==> config.mk <==
export PLATFORM = sky130hd
export DESIGN_NAME = irq_ack_gate
export DESIGN_NICKNAME = d
export VERILOG_FILES = /design/src/rtl/irq_gate_pkg.sv /design/src/rtl/irq_eligible.sv /design/src/rtl/irq_first_set.sv /design/src/rtl/irq_flag_regs.sv /design/src/rtl/irq_ack_gate.sv
export SDC_FILE = /design/constraint.sdc
export NUM_CORES = 1
export LEC_CHECK = 0
export BUFFER_PORTS_ARGS = -buffer_cell sky130_fd_sc_hd__buf_2
export CAP_MARGIN = 20
export CORE_MARGIN = 3
export CORE_UTILIZATION = 46
export DETAILED_ROUTE_END_ITERATION = 8
export MAX_ROUTING_LAYER = met4
export PLACE_DENSITY_LB_ADDON = 0.12
export SYNTH_ARGS = -nofsm -noshare
export SYNTH_HDL_FRONTEND = slang
export SYNTH_HIERARCHICAL = 1
export SYNTH_SLANG_ARGS = --single-unit
==> constraint.sdc <==
create_clock -name clk -period 3.35 [get_ports clk]
set_clock_uncertainty 0.05 [all_clocks]
set_input_delay 0.67 -clock clk [delete_from_list [all_inputs] [get_ports clk]]
set_output_delay 0.67 -clock clk [all_outputs]
set_load 0.02 [all_outputs]
==> src/rtl/irq_gate_pkg.sv <==
package irq_gate_pkg;

    typedef enum logic {
        LVL_HIGH = 1'b0,
        LVL_LOW  = 1'b1
    } irq_lvl_e;

    typedef struct packed {
        logic     valid;
        logic     nmi;
        irq_lvl_e lvl;
    } pick_s;

    // A maskable source may be taken when enabled, requested, unmasked,
    // and either the in-service flag admits all levels or it is high level.
    function automatic logic src_eligible(
        input logic req,
        input logic mask,
        input logic prio,
        input logic ie,
        input logic isp
    );
        return ie & req & ~mask & (isp | ~prio);
    endfunction

endpackage

==> src/rtl/irq_eligible.sv <==
module irq_eligible
    import irq_gate_pkg::*;
#(
    parameter int NUM_SRC = 8
) (
    input  logic [NUM_SRC-1:0] req,
    input  logic [NUM_SRC-1:0] mask,
    input  logic [NUM_SRC-1:0] prio,
    input  logic               ie,
    input  logic               isp,
    output logic [NUM_SRC-1:0] hi_vec,
    output logic [NUM_SRC-1:0] lo_vec
);

    for (genvar g = 0; g < NUM_SRC; g++) begin : g_src
        logic ok;
        assign ok        = src_eligible(req[g], mask[g], prio[g], ie, isp);
        assign hi_vec[g] = ok & ~prio[g];
        assign lo_vec[g] = ok &  prio[g];
    end

endmodule

==> src/rtl/irq_first_set.sv <==
module irq_first_set #(
    parameter int W  = 8,
    parameter int IW = 3
) (
    input  logic [W-1:0]  vec,
    output logic          found,
    output logic [IW-1:0] idx
);

    always_comb begin
        found = 1'b0;
        idx   = '0;
        for (int i = W - 1; i >= 0; i--) begin
            if (vec[i]) begin
                found = 1'b1;
                idx   = IW'(i);
            end
        end
    end

endmodule

==> src/rtl/irq_flag_regs.sv <==
module irq_flag_regs (
    input  logic clk,
    input  logic rst,
    input  logic take,
    input  logic take_high,
    input  logic ei_set,
    input  logic di_clr,
    input  logic isp_load,
    input  logic isp_value,
    output logic ie,
    output logic isp
);

    always_ff @(posedge clk) begin
        if (rst) begin
            ie  <= 1'b0;
            isp <= 1'b1;
        end else begin
            if (take || di_clr)
                ie <= 1'b0;
            else if (ei_set)
                ie <= 1'b1;

            if (take_high)
                isp <= 1'b0;
            else if (isp_load)
                isp <= isp_value;
        end
    end


    di_clears_ie_chk: assert property (@(posedge clk) disable iff (rst)
        $past(di_clr) |-> !ie);


    ei_sets_ie_chk: assert property (@(posedge clk) disable iff (rst)
        ($past(ei_set) && !$past(di_clr) && !$past(take)) |-> ie);

endmodule

==> src/rtl/irq_ack_gate.sv <==
module irq_ack_gate
    import irq_gate_pkg::*;
#(
    parameter int NUM_SRC = 8,
    localparam int IDX_W  = (NUM_SRC > 1) ? $clog2(NUM_SRC) : 1
) (
    input  logic               clk,
    input  logic               rst,
    input  logic               nmi_req,
    input  logic [NUM_SRC-1:0] irq_req,
    input  logic [NUM_SRC-1:0] irq_mask,
    input  logic [NUM_SRC-1:0] irq_prio,
    input  logic               at_boundary,
    input  logic               ei_set,
    input  logic               di_clr,
    input  logic               isp_load,
    input  logic               isp_value,
    output logic               ack,
    output logic               ack_nmi,
    output logic [IDX_W-1:0]   ack_idx,
    output logic               ack_lvl,
    output logic               ie_flag,
    output logic               isp_flag
);

    logic [NUM_SRC-1:0] hi_vec, lo_vec;
    logic               hi_found, lo_found;
    logic [IDX_W-1:0]   hi_idx, lo_idx;
    pick_s              pick;
    logic [IDX_W-1:0]   pick_idx;
    logic               take, take_high;

    irq_eligible #(.NUM_SRC(NUM_SRC)) u_elig (
        .req    (irq_req),
        .mask   (irq_mask),
        .prio   (irq_prio),
        .ie     (ie_flag),
        .isp    (isp_flag),
        .hi_vec (hi_vec),
        .lo_vec (lo_vec)
    );

    irq_first_set #(.W(NUM_SRC), .IW(IDX_W)) u_hi_pick (
        .vec   (hi_vec),
        .found (hi_found),
        .idx   (hi_idx)
    );

    irq_first_set #(.W(NUM_SRC), .IW(IDX_W)) u_lo_pick (
        .vec   (lo_vec),
        .found (lo_found),
        .idx   (lo_idx)
    );

    always_comb begin
        pick     = '{valid: 1'b0, nmi: 1'b0, lvl: LVL_HIGH};
        pick_idx = '0;
        if (nmi_req) begin
            pick = '{valid: 1'b1, nmi: 1'b1, lvl: LVL_HIGH};
        end else if (hi_found) begin
            pick     = '{valid: 1'b1, nmi: 1'b0, lvl: LVL_HIGH};
            pick_idx = hi_idx;
        end else if (lo_found) begin
            pick     = '{valid: 1'b1, nmi: 1'b0, lvl: LVL_LOW};
            pick_idx = lo_idx;
        end
    end

    assign take      = at_boundary & pick.valid;
    assign take_high = take & ~pick.nmi & (pick.lvl == LVL_HIGH);

    irq_flag_regs u_flags (
        .clk       (clk),
        .rst       (rst),
        .take      (take),
        .take_high (take_high),
        .ei_set    (ei_set),
        .di_clr    (di_clr),
        .isp_load  (isp_load),
        .isp_value (isp_value),
        .ie        (ie_flag),
        .isp       (isp_flag)
    );

    always_ff @(posedge clk) begin
        if (rst) begin
            ack     <= 1'b0;
            ack_nmi <= 1'b0;
            ack_idx <= '0;
            ack_lvl <= 1'b0;
        end else begin
            ack <= take;
            if (take) begin
                ack_nmi <= pick.nmi;
                ack_idx <= pick_idx;
                ack_lvl <= pick.lvl;
            end
        end
    end


    ack_after_boundary_chk: assert property (@(posedge clk) disable iff (rst)
        ack |-> $past(at_boundary));


    ack_clears_ie_chk: assert property (@(posedge clk) disable iff (rst)
        ack |-> !ie_flag);


    maskable_needs_ie_chk: assert property (@(posedge clk) disable iff (rst)
        (ack && !ack_nmi) |-> $past(ie_flag));


    masked_never_taken_chk: assert property (@(posedge clk) disable iff (rst)
        (ack && !ack_nmi) |-> !$past(irq_mask[ack_idx]));


    low_needs_isp_chk: assert property (@(posedge clk) disable iff (rst)
        (ack && !ack_nmi && ack_lvl) |-> $past(isp_flag));


    nmi_first_chk: assert property (@(posedge clk) disable iff (rst)
        ack |-> (ack_nmi == $past(nmi_req)));


    high_clears_isp_chk: assert property (@(posedge clk) disable iff (rst)
        (ack && !ack_nmi && !ack_lvl) |-> !isp_flag);

endmodule

* Word level (Yosys, flattened, before mapping)
Index checks and enable logic that the tools add are counted.
** Operators by class
- Multiplexer cells :: 40
- Bitwise gates (word level) :: 69
- Reductions and logical operators :: 3
** Operator list (number)
- 2-to-1 mux 3 bit :: 22
- bitwise AND 1 bit :: 43
- 2-to-1 mux 1 bit :: 18
- inverter 1 bit :: 18
- OR 1 bit :: 8
- nonzero test 2 bit :: 1
- OR reduction 2 bit :: 1
- logical OR 1 bit :: 1
** Word-level totals
- Register bits after elaboration :: 8
- Bits of input ports :: 32
- Output and inout port bits :: 8
- Word-level logic and storage cells :: 118

* Longest topological paths before layout
Gate-level depths: netlist (run 1).
- Word-level depth :: 19
- Gate-level depth with buffers :: 8
- Depth with buffers taken out :: 8

* Cells and area by module
Netlist (run 1), hierarchy kept.
** Modules (own cells, without submodules)
- irq_ack_gate :: instances 1, cells each 29, area each 276.5 um2, seq. area each 120.1 um2
- irq_eligible :: instances 1, cells each 19, area each 183.9 um2, seq. area each 0.0 um2
- irq_first_set :: instances 2, cells each 13, area each 80.1 um2, seq. area each 0.0 um2
- irq_flag_regs :: instances 1, cells each 6, area each 73.8 um2, seq. area each 40.0 um2

* Worst setup path after synthesis (run 1)
No wires, ideal clock.
- Path kind :: input to register
- From :: input irq_prio[5]
- To :: register ack_idx[0]
- Setup time :: 92 ps
- Data arrival time :: 1923 ps
- Required time :: 3208 ps
- Slack :: 1285 ps
- Cell stages on the path :: 6
- Path buffers :: 1
- Cells stage by stage :: and4bb_1 > nor4_1 > nand2_1 > buf_6 > o31a_1 > o32ai_1
** Between the ends
- Elaborated cells on any way between the ends :: 36
- Classes of those cells :: mux (30); bitwise (6)
** RTL lines
- from (decl) :: RTL line irq_ack_gate.sv:12 : input logic [NUM_SRC-1:0] irq_prio,
- inverter 1 bit * :: RTL line irq_gate_pkg.sv:23, irq_eligible.sv:18
- OR 1 bit :: RTL line irq_gate_pkg.sv:23 : return ie & req & ~mask & (isp | ~prio);
- bitwise AND 1 bit :: RTL line irq_gate_pkg.sv:23
- bitwise AND 1 bit * :: RTL line irq_eligible.sv:18 : assign hi_vec[g] = ok & ~prio[g];
- 2-to-1 mux 1 bit * (6 in series) :: RTL line irq_first_set.sv:14 : if (vec[i]) begin
- net hi_found :: RTL line irq_ack_gate.sv:27 : logic hi_found, lo_found;
- 2-to-1 mux 3 bit * :: RTL line irq_ack_gate.sv:60 : end else if (hi_found) begin
- 2-to-1 mux 3 bit * :: RTL line irq_ack_gate.sv:58 : if (nmi_req) begin
- bitwise AND 1 bit * :: RTL line irq_ack_gate.sv:69 : assign take = at_boundary & pick.valid;
- net take :: RTL line irq_ack_gate.sv:31 : logic take, take_high;
- to (signal assigned) :: RTL line irq_ack_gate.sv:95 : ack_idx <= pick_idx;
- to (decl) :: RTL line irq_ack_gate.sv:20 : output logic [IDX_W-1:0] ack_idx,
The timed path passes the listed nets; every way through them passes the cells marked *.
A chain may end at the register's enable or synchronous reset.

* Worst setup path in the final report (run 1)
- From :: register u_flags.ie
- To :: register ack_idx[1]
** Between the ends
- Elaborated cells on any way between the ends :: 79
- Classes of those cells :: mux (38); bitwise (41)
** RTL lines
- from (decl) :: RTL line irq_flag_regs.sv:10 : output logic ie,
- from (signal assigned) :: RTL line irq_flag_regs.sv:16 : ie <= 1'b0;
- from (signal assigned) :: RTL line irq_flag_regs.sv:20 : ie <= 1'b0;
- from (signal assigned) :: RTL line irq_flag_regs.sv:22 : ie <= 1'b1;
- bitwise AND 1 bit (3 in series) :: RTL line irq_gate_pkg.sv:23
- bitwise AND 1 bit :: RTL line irq_eligible.sv:19 : assign lo_vec[g] = ok & prio[g];
- net lo_vec[5] :: RTL line irq_ack_gate.sv:26 : logic [NUM_SRC-1:0] hi_vec, lo_vec;
- 2-to-1 mux 1 bit (6 in series) :: RTL line irq_first_set.sv:14
- net lo_found :: RTL line irq_ack_gate.sv:27
- 2-to-1 mux 3 bit :: RTL line irq_ack_gate.sv:63 : end else if (lo_found) begin
- 2-to-1 mux 3 bit :: RTL line irq_ack_gate.sv:60
- 2-to-1 mux 3 bit :: RTL line irq_ack_gate.sv:58
- bitwise AND 1 bit :: RTL line irq_ack_gate.sv:69
- net take :: RTL line irq_ack_gate.sv:31
The timed path passes the listed nets, and every way through them passes these cells.

==> results of run 1 <==
## flip-flops by register name, indices dropped and copies added (netlist names)
name and flops:
ack 1, ack_idx 3, ack_lvl 1, ack_nmi 1
u_flags/ie 1, u_flags/isp 1
## worst max-delay path, delay by kind of cell, from the launching register on
kind | cells | cell delay, ns
simple gates | 4 | 1.02
compound gates | 2 | 0.68
flops | 1 | 0.40
## per-layer routing
layer | wire, um | part of all wire | up-vias | track usage
li1 | - | - | 405 | -
met1 | 778 | 0.45 | 343 | 0.2319
met2 | 796 | 0.46 | 29 | 0.3238
met3 | 137 | 0.080 | 2 | 0.04781
met4 | 8 | 0.0046 | 0 | 0.03509
met5 | 0 | 0 | - | -
## cell usage in the layout, fill, tap and decap left out, types with 2 or more instances in the layout
| cell | instances |
|---|---|
| nor4_1 | 2 |
| nand2_1 | 4 |
| nor4_2 | 3 |
| nor2b_1 | 5 |
| nor3_1 | 3 |
| and3b_1 | 4 |
| inv_1 | 5 |
| o21bai_1 | 3 |
| buf_2 | 39 |
| o32ai_1 | 3 |
| o21ai_0 | 2 |
| clkbuf_4 | 3 |
| a21oi_1 | 6 |
| dfxtp_1 | 8 |
| and4bb_1 | 7 |
| o41ai_1 | 2 |
| and4b_1 | 7 |
| nor2_1 | 6 |
| a211oi_1 | 2 |
## worst max path at each step
| stage | cells after the start | from | endpoint | slack (ns) |
|---|---|---|---|---|
| 3_3_place_gp | 6 | irq_req[5] | ack_idx[1] | 1.02 |
| 2_1_floorplan | 6 | irq_prio[5] | ack_idx[0] | 1.28 |
| 3_5_place_dp | 6 | irq_req[5] | ack_idx[1] | 0.93 |
| 4_1_cts | 6 | u_flags/ie | ack_idx[1] | 1.10 |
| 5_1_grt | 6 | u_flags/ie | ack_idx[1] | 0.90 |
| 6_report | 6 | u_flags/ie | ack_idx[1] | 1.10 |
## final cells by class
type | count | area, um2 | share of cell area
Multi-Input combinational cell | 66 | 504.2 | 0.5483
Timing Repair Buffer | 39 | 195.2 | 0.2122
Sequential cell | 8 | 160.2 | 0.1742
Clock buffer | 3 | 22.52 | 0.02449
Inverter | 5 | 18.77 | 0.02041
Tap cell | 15 | 18.77 | 0.02041
## cell families (layout without fill, tap and decap cells)
logic type             after synthesis  count (layout)  share of synthesized area
and+or+nand+nor                     43              43                     0.4955
buffers and inverters                6              47                    0.04324
DFF                                  8               8                     0.2306
muxes                                1               1                    0.01441
AOI/OAI and AO/OA                   22              22                     0.2162
## power breakdown
| group | internal [mW] | total [mW] | switching, mW |
|---|---|---|---|
| combinational | 0.0286 | 0.0548 | 0.0263 |
| sequential | 0.0986 | 0.102 | 0.00296 |
| clock | 0.0409 | 0.0728 | 0.0318 |
| total | 0.168 | 0.229 | 0.0611 |
==> flow_summary_export.csv, run 1 <==
group,metric,value,unit
worst_setup_path,crit_arrival,2.35,ns
final_layout,n_fill_cell,122,
synth,synth-edff-count,0,
grt,grt_max_degree,12,
sta,drv_slew,0,
synth,synth_seq_cells,8,
drt,via_count,779,
synth,yosysMostFrequentCell,"dfxtp_1",
flow_run,drv_cap,0,
sta,setup_slack,1.096,ns
die,die_x,44.86,um
sta,whs,0.4299,ns
worst_setup_path,cp_slowest_cell,"dfxtp_1",
synth,netlist_area,694.4,um2
drt,drtIter0Drc,11,
final_layout,final_area,919.6,um2
worst_setup_path,path_cells,"and2_4, and4b_1, nor4_1, nand2_1, o31a_1, o32ai_1",
drt,wl_per_cell,12.65,um
clock_tree,ctsHtreeMaxLevel,1,
worst_setup_path,slowest_delay,0.40,ns
synth,yosysWarnings,6,
final_layout,final_util,0.6812,
clock_tree,post_cts_buffers,0,
die,die-area,0.002012,mm2
sta,period_needed,2.254,ns
grt,overflow,0,
clock_tree,tritoncts,"yes",
sta,tightest_slew,0.5015,ns
worst_setup_path,r2r_setup_slack,1.10,ns
run_status,status,"finished, final reports clean",
worst_setup_path,crit_path_start_kind,"flip-flop",
hold_path,holdPathEnd,"ack_idx[2]",
die,ios,40,
power_and_ir_drop,irDropWorstVdd,163.9,uV
sta,tns,0,ns
worst_setup_path,r2r-start,"u_flags/ie",
clock_tree,cts_resized,0,
clock_tree,cts_max_path_buffers,2,
drt,dr.pass1.iters,4,
synth,syn_nets,112,
worst_setup_path,cp_max_fo,11,
synth,synth_ff_type,"dfxtp_1",
hold_path,min_path_type,"reg -> reg",
grt,antenna_found_initial,0,
synth,ys_seq_area_frac,0.2306,
worst_setup_path,crit_required,3.45,ns
die,die_h,44.86,um
clock_tree,cts.clk_slew.worst_paths,0.05,ns
place,hpwlAfterDp,1.449,mm
clock_tree,numCtsBuffers,3,
sta,finalHoldViolations,0,
hold_path,min_from,"ack_idx[2]",
synth,synthTopCellsByCount,"dfxtp_1, and4b_1, and4bb_1",
drt,drc,0,
clock_tree,worstSkewPairLatency,0.25,ns
worst_setup_path,r2r_end,"ack_idx[1]",
place,routabilityCongestion,0.8257,
place,pre_cts_ws,0.9256,ns
sta,rsz0062_at_grt,"false",
grt,grt_usage,0.1916,
drt,finalWirelength,1.721,mm
hold_path,hold-path-cell-count,2,
power_and_ir_drop,power,0.2292,mW
drt,routed_via_density,5.728,
synth,synth_area_leaders,"dfxtp_1, and4bb_1, and4b_1, nor4_2, and3b_1",
final_layout,final_cells,136,
die,rows,13,
power_and_ir_drop,power.leakage,0.4572,nW
grt,grt_pass1_wl,2.801,mm
place,post_dp_cell_area,897.1,um2
synth,synth_top_area_cell,"dfxtp_1",
final_layout,antenna_cells,0,
power_and_ir_drop,p_per_area,249.2,mW/mm2
clock_tree,cts.sinks,8,
sta,relSlewSlack,0.6631,
die,core_area,0.001350,mm2
sta,min_period_over_period,0.6730,
place,numPortBuffers,39,
synth,synth_cell_types,25,
drt,drtAntennaViolNets,0,
final_layout,layout-drive-gt1-share,0.3802,
clock_tree,root_buffer,"clkbuf_4",
grt,grt_pass1_vias,697,
synth,synth_top_area_frac,0.2306,
worst_setup_path,worstRegToRegCells,6,
sta,finalSetupViolations,0,
place,dp_cells,133,
worst_setup_path,worstSetupPathType,"reg -> reg",
synth,postSynthAreaPerCell,8.680,um2
worst_setup_path,critPathCaptureType,"flip-flop",
final_layout,fin_nets,155,
sta,fmax,443.6,MHz
clock_tree,hold_buffers,0,
synth,async_flop_share,0,
synth,synthesis.instances,80,
die,initial_core_util,0.5144,
final_layout,syn2layout_area_growth,32.43,%
Power figures use the tool's default switching activity.
==> run 2: changes to the inputs <==
Settings changed: ABC_AREA from default to 1, CORE_UTILIZATION 46 to 40.
Clock period 3.35 ns to 2 ns, I/O delays scaled along.
==> flow_summary_export.csv, run 2 <==
group,metric,value,unit
grt,grt_pass1_vias,764,
die,die_x,49.86,um
drt,wl_per_cell,9.130,um
final_layout,layout-drive-gt1-share,0.3516,
clock_tree,cts.sinks,8,
sta,min_period_over_period,0.9428,
final_layout,layout_commonest_cell,"buf_2",
worst_setup_path,crit_arrival,2.04,ns
drt,routed_via_density,4.464,
worst_setup_path,cp_slowest_cell,"dfxtp_1",
power_and_ir_drop,power,0.4160,mW
synth,synth_area_leaders,"dfxtp_1, nand2_1, inv_1, nor2_1, nand3_2",
drt,via_count,924,
drt,drc,0,
synth,synthTopCellsByCount,"nand2_1, inv_1, nor2_1",
final_layout,syn2layout_area_growth,38.86,%
clock_tree,hold_buffers,0,
worst_setup_path,slowest_delay,0.32,ns
synth,postSynthAreaPerCell,5.576,um2
place,hpwlAfterDp,1.493,mm
synth,synth_top_area_cell,"dfxtp_1",
clock_tree,cts_max_path_buffers,2,
sta,period_needed,1.886,ns
synth,synth_ff_type,"dfxtp_1",
synth,netlist_area,769.5,um2
die,die-area,0.002486,mm2
drt,wl_met2,896,um
clock_tree,worstSkewPairLatency,0.26,ns
drt,dr.pass1.iters,4,
synth,synthesis.instances,138,
worst_setup_path,path_cells,"buf_12, nand3_2, nor2_1, or2_1, nor3_2, nand2_2, nor2_4, nand2_1, nand2_2, inv_1, nor2_1, nand2_1, nor2_1",
clock_tree,numCtsBuffers,3,
die,ios,40,
worst_setup_path,crit_required,2.15,ns
die,core_area,0.001764,mm2
worst_setup_path,worstSetupPathType,"reg -> reg",
clock_tree,ctsHtreeMaxLevel,1,
power_and_ir_drop,power.leakage,0.5850,nW
hold_path,min_path_type,"in -> reg",
power_and_ir_drop,irDropWorstVdd,333.4,uV
sta,fmax,530.3,MHz
worst_setup_path,path_buf_inv,2,
final_layout,final_cell_mix,"buf_2, nand2_1, inv_1",
final_layout,antenna_cells,0,
place,numPortBuffers,39,
synth,async_flop_share,0,
worst_setup_path,path_common_cell,"nor2_1",
worst_setup_path,path_delay_family,"simple AND/OR/NAND/NOR gates",
final_layout,largest_register,"ack_idx",
final_layout,fin_nets,216,
sta,relSlewSlack,0.8319,
worst_setup_path,crit_path_start_kind,"flip-flop",
clock_tree,tritoncts,"yes",
grt,grt_max_degree,11,
flow_run,drv_cap,0,
sta,tns,0,ns
synth,synth_top_area_frac,0.2081,
die,initial_core_util,0.4362,
drt,route.met3.wl,127,um
worst_setup_path,critPathCaptureType,"flip-flop",
synth,yosysMostFrequentCell,"nand2_1",
synth,syn_nets,170,
run_status,status,"finished, final reports clean",
grt,grt_pass1_wl,2.939,mm
final_layout,largest_register_ffs,3,
die,rows,15,
drt,drtAntennaViolNets,0,
synth,synth_seq_cells,8,
sta,drv_slew,0,
drt,wl_met1,829,um
synth,yosysWarnings,6,
die,die_h,49.86,um
clock_tree,cts.clk_slew.worst_paths,0.05,ns
power_and_ir_drop,p_per_area,389.3,mW/mm2
sta,finalHoldViolations,0,
synth,synth-edff-count,0,
synth,synth_cell_types,16,
grt,antenna_found_initial,0,
grt,overflow,0,
place,routabilityCongestion,0.7914,
clock_tree,root_buffer,"clkbuf_4",
sta,tightest_slew,0.2508,ns
worst_setup_path,cp_max_fo,10,
drt,drtIter0Drc,15,
sta,finalSetupViolations,0,
grt,grt_usage,0.1596,
synth,ys_seq_area_frac,0.2081,
drt,finalWirelength,1.890,mm
drt,routed.top_layer,"met4",
run 2: cell count changes in the layout (fill, tap and decap cells not counted), sizes merged, moves of 5 or more:
cell    change
nor2       +18
nor4        -5
and4b       -7
nand2      +37
nor2b       -5
inv        +25
nand3      +15
and4bb      -7
run 2: worst min-delay path, stage by stage:
cell     delay [ns]
buf_2          0.07
nor2_1         0.03
nand2_1        0.04
nor2_1         0.03
run 2: layer usage:
metal  vias to the layer above  track usage
li1                        513            -
met1                       380       0.1941
met2                        27       0.2357
met3                         4      0.04834
met4                         0      0.08295
met5                         -            -
run 2: worst paths after layout:
check	startpoint	endpoint	slack [ns]	cells past startpoint
hold / removal	di_clr	u_flags/ie	0.32	4
setup reg to reg	u_flags/ie	u_flags/ie	0.11	13
hold reg to reg	ack_lvl	ack_lvl	0.40	2
setup / recovery	u_flags/ie	u_flags/ie	0.11	13
run 2: timing repair:
item | CTS | global route
gates resized for setup | 0 | 7
setup buffers | 0 | 1
setup endpoints to repair | 0 | 1
run 2: cell families (layout without fill, tap and decap cells):
| kind of cell | after synthesis | in the layout | share of synthesized area |
|---|---|---|---|
| buf+inv | 32 | 76 | 0.1675 |
| compound gates | 10 | 10 | 0.07154 |
| simple gates | 88 | 88 | 0.5528 |
| flops | 8 | 8 | 0.2081 |
run 2: layout make-up:
type / count / area, um2
well taps: 25 / 31.28
flip-flops and latches: 8 / 161.4
clock buffers: 3 / 22.52
fillers: 202 / 695.7
multi-input cells: 98 / 503.0
repair buffers: 43 / 237.7
inverters: 30 / 112.6
run 2: stage by stage:
stage	std cells	hold slack [ns]	worst slack, ns	instance area, um2	utilization
2_1_floorplan	138	0.4191	0.06533	769.5	-
3_3_place_gp	203	0.3958	0.1402	1015	0.5752
3_5_place_dp	203	0.4021	0.08183	1015	0.5752
4_1_cts	206	0.3076	0.06028	1037	0.5879
5_1_grt	207	0.3159	-0.03009	1069	0.6057
6_report	207	0.3155	0.1143	1069	0.6057
run 2: power breakdown:
group / switching, mW / total [mW] / internal [mW]
combinational: 0.0649 / 0.118 / 0.0529
sequential: 0.00600 / 0.171 / 0.165
clock: 0.0581 / 0.127 / 0.0689
==> run 3: changes to the inputs <==
Settings changed: CAP_MARGIN 20 to default, GPL_TIMING_DRIVEN from default to 0.
==> flow_summary_export.csv, run 3 (synthesized netlist as in run 2, its figures left out) <==
group,metric,value,unit
run_status,status,"finished, final reports clean",
worst_setup_path,crit_arrival,2.07,ns
clock_tree,worstSkewPairLatency,0.25,ns
drt,via_count,957,
sta,finalHoldViolations,0,
final_layout,fin_nets,222,
power_and_ir_drop,irDropWorstVdd,326.4,uV
grt,antenna_found_initial,0,
sta,rsz0062_at_grt,"true",
sta,finalSetupViolations,0,
grt,grtUsageMet2,0.2841,
clock_tree,root_buffer,"clkbuf_4",
grt,overflow,0,
clock_tree,cts.sinks,8,
final_layout,multi_input_area,548.0,um2
place,hpwlAfterDp,1.493,mm
final_layout,syn2layout_area_growth,50.41,%
final_layout,largest_register_ffs,3,
worst_setup_path,critPathCaptureType,"flip-flop",
grt,grt_pass1_wl,3.132,mm
drt,drtAntennaViolNets,0,
grt,grt_pass1_vias,869,
drt,drc,0,
final_layout,regArea,161.4,um2
sta,period_needed,1.939,ns
grt,met1_usage,0.1743,
sta,tns,0,ns
final_layout,final_util,0.6560,
worst_setup_path,cp_slowest_cell,"dfxtp_2",
die,ios,40,
sta,drv_slew,0,
drt,drtIter0Drc,8,
die,core_area,0.001764,mm2
die,rows,15,
final_layout,final_cell_mix,"buf_2, nand2_1, inv_1",
place,numPortBuffers,39,
drt,routed_via_density,4.493,
worst_setup_path,r2r_setup_slack,0.06,ns
grt,grt_max_degree,9,
final_layout,largest_register,"ack_idx",
worst_setup_path,path_common_cell,"nor2_1",
power_and_ir_drop,p_per_area,376.5,mW/mm2
final_layout,n_fill_cell,182,
clock_tree,hold_buffers,0,
final_layout,antenna_cells,0,
worst_setup_path,path_delay_family,"simple AND/OR/NAND/NOR gates",
sta,relSlewSlack,0.8539,
drt,dr.pass1.iters,4,
sta,fmax,515.7,MHz
place,routabilityCongestion,0.7831,
drt,finalWirelength,1.995,mm
worst_setup_path,crit_required,2.13,ns
sta,tightest_slew,0.2185,ns
clock_tree,cts.clk_slew.worst_paths,0.06,ns
flow_run,drv_cap,0,
hold_path,min_path_type,"in -> reg",
grt,busiest_layer,"met2",
die,die-area,0.002486,mm2
worst_setup_path,worstSetupPathType,"reg -> reg",
die,initial_core_util,0.4362,
worst_setup_path,slowest_delay,0.34,ns
drt,wl_per_cell,9.366,um
clock_tree,numCtsBuffers,3,
worst_setup_path,path_buf_inv,2,
clock_tree,cts_max_path_buffers,2,
grt,grt_util_met3,0.04834,
clock_tree,ctsHtreeMaxLevel,1,
die,die_h,49.86,um
power_and_ir_drop,power.leakage,0.6182,nW
worst_setup_path,crit_path_start_kind,"flip-flop",
final_layout,layout-drive-gt1-share,0.4043,
sta,whs,0.3288,ns
final_layout,layout_commonest_cell,"buf_2",
clock_tree,tritoncts,"yes",
sta,min_period_over_period,0.9695,
grt,grt_usage,0.1610,
worst_setup_path,path_cells,"buf_8, nand3_2, nor2_1, or2_1, nor3_2, nand2_2, nor2_4, nand2_1, nand2_4, inv_1, nor2_1, nand2_1, nor2_1",
worst_setup_path,cp_max_fo,8,
die,die_x,49.86,um
## run 3: changes by cell type in the layout (fill, tap and decap cells not counted), sizes merged
cell  previous run  this run
buf             43        49
## run 3: path summary, 6_finish.rpt
check,startpoint,end,cells after the start
setup / recovery,u_flags/ie,u_flags/ie,13
hold / removal,di_clr,u_flags/ie,4
setup reg to reg,u_flags/ie,u_flags/ie,13
hold reg to reg,ack_lvl,ack_lvl,2
## run 3: cell type report
type	instances	share of cell area
multi-input combinational	98	0.4735
timing repair buffer	47	0.2205
sequential	8	0.1395
inverter	30	0.09730
tap	25	0.02703
buffer	2	0.02270
clock buffer	3	0.01946
## run 3: stage by stage
step	std cells	total power [mW]	cell area, um2	setup WS (ns)
global placement	202	0.2763	996.0	0.004019
finish	213	0.4358	1157	0.06094
floorplan	138	0.2299	769.5	0.06533
CTS	205	0.4082	1025	0.0007443
global route	213	0.4687	1157	-0.09105
detailed placement	202	0.2798	996.0	-0.06720
## run 3: routing by layer
layer / routed length [um] / vias to the layer above
met4: 15 / 0
met5: 0 / -
met2: 980 / 30
met3: 123 / 2
li1: - / 523
met1: 876 / 402
## run 3: worst register-to-register path, stage by stage (launching register included)
cell     delay, ns
dfxtp_2       0.34
buf_8         0.15
nand3_2       0.08
nor2_1        0.05
or2_1         0.25
nor3_2        0.17
nand2_2       0.14
nor2_4        0.16
nand2_1       0.11
nand2_4       0.11
inv_1         0.04
nor2_1        0.08
nand2_1       0.05
nor2_1        0.10
## run 3: power breakdown
group | internal (mW) | total (mW) | switching (mW)
clock | 0.0689 | 0.126 | 0.0574
sequential | 0.165 | 0.168 | 0.00321
combinational | 0.0645 | 0.141 | 0.0770
## run 3: what timing repair did
action / 4_1_cts / 5_1_grt
gates resized for setup: 2 / 21
setup buffers: 0 / 8
pin swaps: 0 / 10
setup endpoints to repair: 1 / 7
